--- src/rtl/rtrip_pkg.sv ---
package rtrip_pkg;
  typedef enum logic [1:0] {
    ST_IDLE = 2'd0,
    ST_MEAS = 2'd1,
    ST_DONE = 2'd2
  } meas_state_e;
endpackage

--- src/rtl/rtrip_msb_edge.sv ---
module rtrip_msb_edge #(
  parameter int NUM_SAMP = 8,
  parameter int SAMP_W   = 16
) (
  input  logic                       clk_i,
  input  logic                       rst_ni,
  input  logic [NUM_SAMP*SAMP_W-1:0] samp_i,
  output logic                       stop_o
);
  localparam logic [SAMP_W-1:0] HALF_SCALE = {1'b1, {(SAMP_W-1){1'b0}}};

  logic [NUM_SAMP-1:0] msb;
  logic                any_hi;
  logic                any_hi_q;

  // unsigned compare against half scale equals the top bit
  for (genvar g = 0; g < NUM_SAMP; g++) begin : g_msb
    assign msb[g] = (samp_i[g*SAMP_W +: SAMP_W] >= HALF_SCALE);
  end

  assign any_hi = |msb;

  always_ff @(posedge clk_i or negedge rst_ni) begin
    if (!rst_ni) any_hi_q <= 1'b0;
    else         any_hi_q <= any_hi;
  end

  assign stop_o = any_hi & ~any_hi_q;

  p_stop_after_low_r5: assert property (@(posedge clk_i) disable iff (!rst_ni)
    stop_o |=> !stop_o);
endmodule

--- src/rtl/rtrip_sat_cnt.sv ---
module rtrip_sat_cnt #(
  parameter int CNT_W = 16
) (
  input  logic             clk_i,
  input  logic             rst_ni,
  input  logic             clr_i,
  input  logic             en_i,
  output logic [CNT_W-1:0] cnt_o,
  output logic             max_o
);
  localparam logic [CNT_W-1:0] CNT_MAX = '1;

  logic [CNT_W-1:0] cnt_q;

  always_ff @(posedge clk_i or negedge rst_ni) begin
    if (!rst_ni)                       cnt_q <= '0;
    else if (clr_i)                    cnt_q <= '0;
    else if (en_i && cnt_q != CNT_MAX) cnt_q <= cnt_q + 1'b1;
  end

  assign cnt_o = cnt_q;
  assign max_o = (cnt_q == CNT_MAX);

  p_sat_hold_r7: assert property (@(posedge clk_i) disable iff (!rst_ni)
    (max_o && !clr_i) |=> max_o);
  p_clr_zero_r3: assert property (@(posedge clk_i) disable iff (!rst_ni)
    clr_i |=> (cnt_o == '0));
endmodule

--- src/rtl/rtrip_meas_ctrl.sv ---
module rtrip_meas_ctrl
  import rtrip_pkg::*;
(
  input  logic clk_i,
  input  logic rst_ni,
  input  logic ready_i,
  input  logic start_i,
  input  logic stop_i,
  input  logic cnt_max_i,
  output logic clr_o,
  output logic cnt_en_o,
  output logic capture_o,
  output logic pulse_o,
  output logic done_o,
  output logic ovf_o
);
  meas_state_e state_q, state_d;
  logic        ovf_q, ovf_d;
  logic        accept;

  assign accept = start_i && ready_i && (state_q != ST_MEAS);

  always_comb begin
    state_d   = state_q;
    ovf_d     = ovf_q;
    capture_o = 1'b0;
    unique case (state_q)
      ST_IDLE, ST_DONE: begin
        if (accept) begin
          state_d = ST_MEAS;
          ovf_d   = 1'b0;
        end
      end
      ST_MEAS: begin
        if (!ready_i) begin
          state_d = ST_IDLE;
        end else if (stop_i) begin
          state_d   = ST_DONE;
          capture_o = 1'b1;
        end else if (cnt_max_i) begin
          state_d   = ST_DONE;
          capture_o = 1'b1;
          ovf_d     = 1'b1;
        end
      end
      default: state_d = ST_IDLE;
    endcase
  end

  always_ff @(posedge clk_i or negedge rst_ni) begin
    if (!rst_ni) begin
      state_q <= ST_IDLE;
      ovf_q   <= 1'b0;
    end else begin
      state_q <= state_d;
      ovf_q   <= ovf_d;
    end
  end

  assign clr_o    = accept;
  assign cnt_en_o = (state_q == ST_MEAS);
  assign pulse_o  = (state_q == ST_MEAS);
  assign done_o   = (state_q == ST_DONE);
  assign ovf_o    = ovf_q;

  p_no_arm_r2: assert property (@(posedge clk_i) disable iff (!rst_ni)
    (!pulse_o && !ready_i) |=> !pulse_o);
  p_abort_r10: assert property (@(posedge clk_i) disable iff (!rst_ni)
    (pulse_o && !ready_i) |=> (!pulse_o && !done_o));
  p_pulse_done_excl_r6: assert property (@(posedge clk_i) disable iff (!rst_ni)
    !(pulse_o && done_o));
  p_ovf_needs_done_r7: assert property (@(posedge clk_i) disable iff (!rst_ni)
    ovf_o |-> done_o);
  p_end_edge_r6: assert property (@(posedge clk_i) disable iff (!rst_ni)
    (pulse_o && ready_i && stop_i) |=> (done_o && !pulse_o));
endmodule

--- src/rtl/rtrip_lat_meter.sv ---
module rtrip_lat_meter #(
  parameter int NUM_SAMP = 8,
  parameter int SAMP_W   = 16,
  parameter int CNT_W    = 16
) (
  input  logic                       clk_i,
  input  logic                       rst_ni,
  input  logic                       link_up_i,
  input  logic                       strm_valid_i,
  input  logic [NUM_SAMP*SAMP_W-1:0] samp_i,
  input  logic                       start_i,
  output logic                       pulse_o,
  output logic [CNT_W-1:0]           count_o,
  output logic                       done_o,
  output logic                       ovf_o
);
  logic             ready;
  logic             stop;
  logic             clr, cnt_en, capture, cnt_max;
  logic [CNT_W-1:0] cnt;
  logic [CNT_W-1:0] count_q;

  assign ready = link_up_i & strm_valid_i;

  rtrip_msb_edge #(.NUM_SAMP(NUM_SAMP), .SAMP_W(SAMP_W)) i_edge (
    .clk_i  (clk_i),
    .rst_ni (rst_ni),
    .samp_i (samp_i),
    .stop_o (stop)
  );

  rtrip_sat_cnt #(.CNT_W(CNT_W)) i_cnt (
    .clk_i  (clk_i),
    .rst_ni (rst_ni),
    .clr_i  (clr),
    .en_i   (cnt_en),
    .cnt_o  (cnt),
    .max_o  (cnt_max)
  );

  rtrip_meas_ctrl i_ctrl (
    .clk_i     (clk_i),
    .rst_ni    (rst_ni),
    .ready_i   (ready),
    .start_i   (start_i),
    .stop_i    (stop),
    .cnt_max_i (cnt_max),
    .clr_o     (clr),
    .cnt_en_o  (cnt_en),
    .capture_o (capture),
    .pulse_o   (pulse_o),
    .done_o    (done_o),
    .ovf_o     (ovf_o)
  );

  always_ff @(posedge clk_i or negedge rst_ni) begin
    if (!rst_ni)      count_q <= '0;
    else if (clr)     count_q <= '0;
    else if (capture) count_q <= cnt;
  end

  assign count_o = count_q;

  p_hold_r11: assert property (@(posedge clk_i) disable iff (!rst_ni)
    (done_o && !start_i) |=> (done_o && $stable(count_o) && $stable(ovf_o)));
  p_ovf_full_r7: assert property (@(posedge clk_i) disable iff (!rst_ni)
    ovf_o |-> (count_o == {CNT_W{1'b1}}));
  p_rearm_r9: assert property (@(posedge clk_i) disable iff (!rst_ni)
    (done_o && start_i && ready) |=> (pulse_o && !ovf_o && count_o == '0));
endmodule

--- config.mk ---
export PLATFORM = sky130hd
export DESIGN_NAME = rtrip_lat_meter
export DESIGN_NICKNAME = d
export VERILOG_FILES = /design/src/rtl/rtrip_pkg.sv /design/src/rtl/rtrip_msb_edge.sv /design/src/rtl/rtrip_sat_cnt.sv /design/src/rtl/rtrip_meas_ctrl.sv /design/src/rtl/rtrip_lat_meter.sv
export SDC_FILE = /design/constraint.sdc
export NUM_CORES = 1
export LEC_CHECK = 0
export BUFFER_PORTS_ARGS = -buffer_cell sky130_fd_sc_hd__buf_2
export CORE_MARGIN = 5
export CORE_UTILIZATION = 39
export CTS_CLUSTER_DIAMETER = 120
export DETAILED_ROUTE_END_ITERATION = 10
export GPL_TIMING_DRIVEN = 0
export PLACE_DENSITY = 0.78
export SETUP_SLACK_MARGIN = 0.2
export SLEW_MARGIN = 20
export SYNTH_ARGS = -nofsm -noshare
export SYNTH_HDL_FRONTEND = slang
export SYNTH_HIERARCHICAL = 1
export SYNTH_SLANG_ARGS = --single-unit
--- constraint.sdc ---
create_clock -name clk_i -period 3.1 [get_ports clk_i]
set_clock_uncertainty 0.1 [all_clocks]
set_input_delay 0.62 -clock clk_i [delete_from_list [all_inputs] [get_ports clk_i]]
set_output_delay 0.62 -clock clk_i [all_outputs]
set_load 0.01 [all_outputs]
==> results.md <==
* Outcome: finished clean
* Final setup TNS at 0 ps
* Placed insts at 283
* Adder-cell share of the synthesized area at 0.658%
* CTS tree: built
* Initial DRT Pass Iterations at 4
* Post-synth top area cell: dfrtp_1
* Initial antenna violation count at 0
* Num CTS Buffers at 5
* Post-route clock period utilization at 81.7%
* Syn_area_per_cell at 10.3 um^2
* Compound-cell area share of the yosys netlist at 10.2%
* Max-slew headroom at 46.6%
* Sink Count at 36
* IO Port Bufs at 31
* DP Wirelength at 2980 um
* Die H at 79.8 um
* Measured slew at the worst slew-check pin at 801 ps
* Fraction of layout instances using a drive strength above 1 at 24.1%
* Worst-path clk slew at 70 ps
* Synth Instances at 185
* Critical path class: reg2reg
* Syn. warnings at 6
* Core Region at 4720 um^2
* Met3 usage at 3.61%
* Std-Cell Rows at 25
* DR vias/cell at 5.24
* Synth top area cells: dfrtp_1 47%, mux2i_1 8.9%, nor2_1 5.3%
* Finished Cell Area at 2240 um^2
* Grt ovf at 0
* Die Wd at 79.8 um
* Busiest grt layer: met2
* GP Congestion at 0.860
* Max_cap viols at 0
* Htree depth at 2
* Post-synth cell types at 43
* Drt drc at 0
* WP data arrival at 2590 ps
* EDFF count, synth at 0
* Maximum buffer depth of the clock tree at 2
* #FFs+latches synth at 36
* RSZ-0062 raised after global routing: false
* Largest net degree at the start of global routing at 37
* DIE AREA at 6370 um^2
* Fin. max-slew vios at 0
* # setup viols final at 0
* XOR/XNOR Fraction of Synth Area at 0%
* I/O pin count at 152
* Nets at 357
* WHS at 317 ps
* M2 GR Usage at 21.0%
* Max Freq at 395 MHz
* Yosys top cell area share at 47.4%
* Worst path required time at 3160 ps
* Netlist Area Pre-Place at 1900 um^2
* Clock latency on the worst-skew pair at 280 ps
* ANT nets after route at 0
* Seq/Total Area, Yosys at 47.4%
* Setup crit start kind: register
* CTS resizes at 0
* P&R area growth vs syn at 17.9%
* Syn Nets at 319
* Worst VDD drop at 0.223 mV
* Post-layout instance count excluding filler cells at 291
* CP Max Fanout at 10
* First-pass GRT wire length at 6940 um
* Worst Hold Class: in2async
* Vias in the first global route at 1478
* Leak Pwr at 1.05 nW
* Met1 global-route usage at 19.0%
* Antenna diode count at 0
* Starting Density at 40.3%
* Mux cell area share after synthesis at 11.3%
* Wire per inst at 13.9 um
* GRT Resource Usage Total at 13.7%
* Final hold vios at 0
* Hold-fix buffers, CTS at 0
* Count leader, synth: dfrtp_1
* Most used DFF post-synth: dfrtp_1
* DR iter-0 viols at 104
* Vias at 1525
* Post-synth top cells: 36 x dfrtp_1, 27 x nor2_1, 17 x mux2i_1
* Crit path time final at 2530 ps
* Main combinational cell family by area after synthesis: simple AND/OR/NAND/NOR gates
* Crit. End Element: register
* Final WL at 4050 um
* Post-DP Area at 2140 um^2
* CTS root buf: clkbuf_8
* Setup Buffers After CTS at 0
* P per Cell Area at 417 nW/um^2
* Simple-gate share of the synthesized area at 26.8%
* Async set or reset register ratio after synthesis at 100%
metrics by stage:
| step | setup slack (ps) | total power, mW | utilization [%] |
|---|---|---|---|
| 6_report | 569 | 0.935 | 47.5 |
| 5_1_grt | 317 | 0.984 | 47.5 |
| 4_1_cts | 332 | 0.950 | 47.2 |
| 3_5_place_dp | 356 | 0.607 | 45.3 |
| 3_3_place_gp | 419 | 0.603 | 45.3 |
| 2_1_floorplan | 752 | 0.568 | - |
worst max-delay path, cell delays in order, from the launching register on:
cell	delay, ps
dfrtp_1	460
ha_1	290
nand3_1	230
nor4_4	280
nor2b_2	280
nor2_1	80
nor2_1	140
buf_6	160
buf_12	150
mux2i_1	190
nor2_1	60
state kept, by name (all words and copies together), names as in the netlist:
signal and count:
i_ctrl/state_q 2, i_edge/any_hi_q 1, count_o 16, i_cnt/cnt_o 16, i_ctrl/ovf_o 1
routing by layer:
layer | share of wire (%) | wire [um]
met4 | 0.72 | 29
met1 | 48 | 1930
met3 | 7.4 | 300
met2 | 44 | 1790
met5 | 0 | 0
layout by cell type, fill, tap and decap left out, types with 3 or more instances in the layout:
cell type  Yosys  routed
dfrtp_1       36      36
buf_2          1      32
nor2_1        27      27
mux2i_1       17      17
a21oi_1       11      11
nand2_1        9       9
nor2b_1        9       8
clkbuf_8       0       6
o21ai_0        6       6
nand4_1        5       5
clkbuf_1       2       4
mux2_1         4       4
nand2b_1       4       4
and3_1         4       4
or3_1          4       4
nor4_1         4       4
nand3_2        3       3
nand3_1        3       3
a31oi_1        3       3
cell type report:
cell class | instances | area [um^2]
buffer | 8 | 62.6
sequential | 36 | 901
timing repair buffer | 31 | 155
inverter | 2 | 7.51
clock buffer | 8 | 90.1
fill | 452 | 2480
tap | 67 | 83.8
multi-input combinational | 139 | 942
final timing paths:
kind	to	start	cells after the start	slack (ps)
setup reg to reg	count_o[4]	i_cnt/cnt_o[1]	10	570
max in group asynchronous	count_o[7]	rst_ni	1	2060
setup / recovery	count_o[4]	i_cnt/cnt_o[1]	10	570
hold / removal	i_ctrl/ovf_o	rst_ni	1	320
min in group clk_i	i_ctrl/ovf_o	i_ctrl/ovf_o	1	390
hold reg to reg	i_ctrl/ovf_o	i_ctrl/ovf_o	1	390
kinds of logic (layout without fill, tap and decap cells):
kind of cell               count (synthesis)  after routing
muxes                                     21             21
AOI/OAI and AO/OA                         31             31
buffers and inverters                     10             49
adders and majority gates                  1              1
and+or+nand+nor                           86             86
DFF                                       36             36
report_power, final:
part           internal [mW]  leakage (nW)  switching (mW)  total [mW]
Clock                  0.181        0.0455           0.155       0.336
Sequential             0.485         0.495          0.0257       0.511
Combinational         0.0374         0.511          0.0500      0.0873
Power figures use the tool's default switching activity.
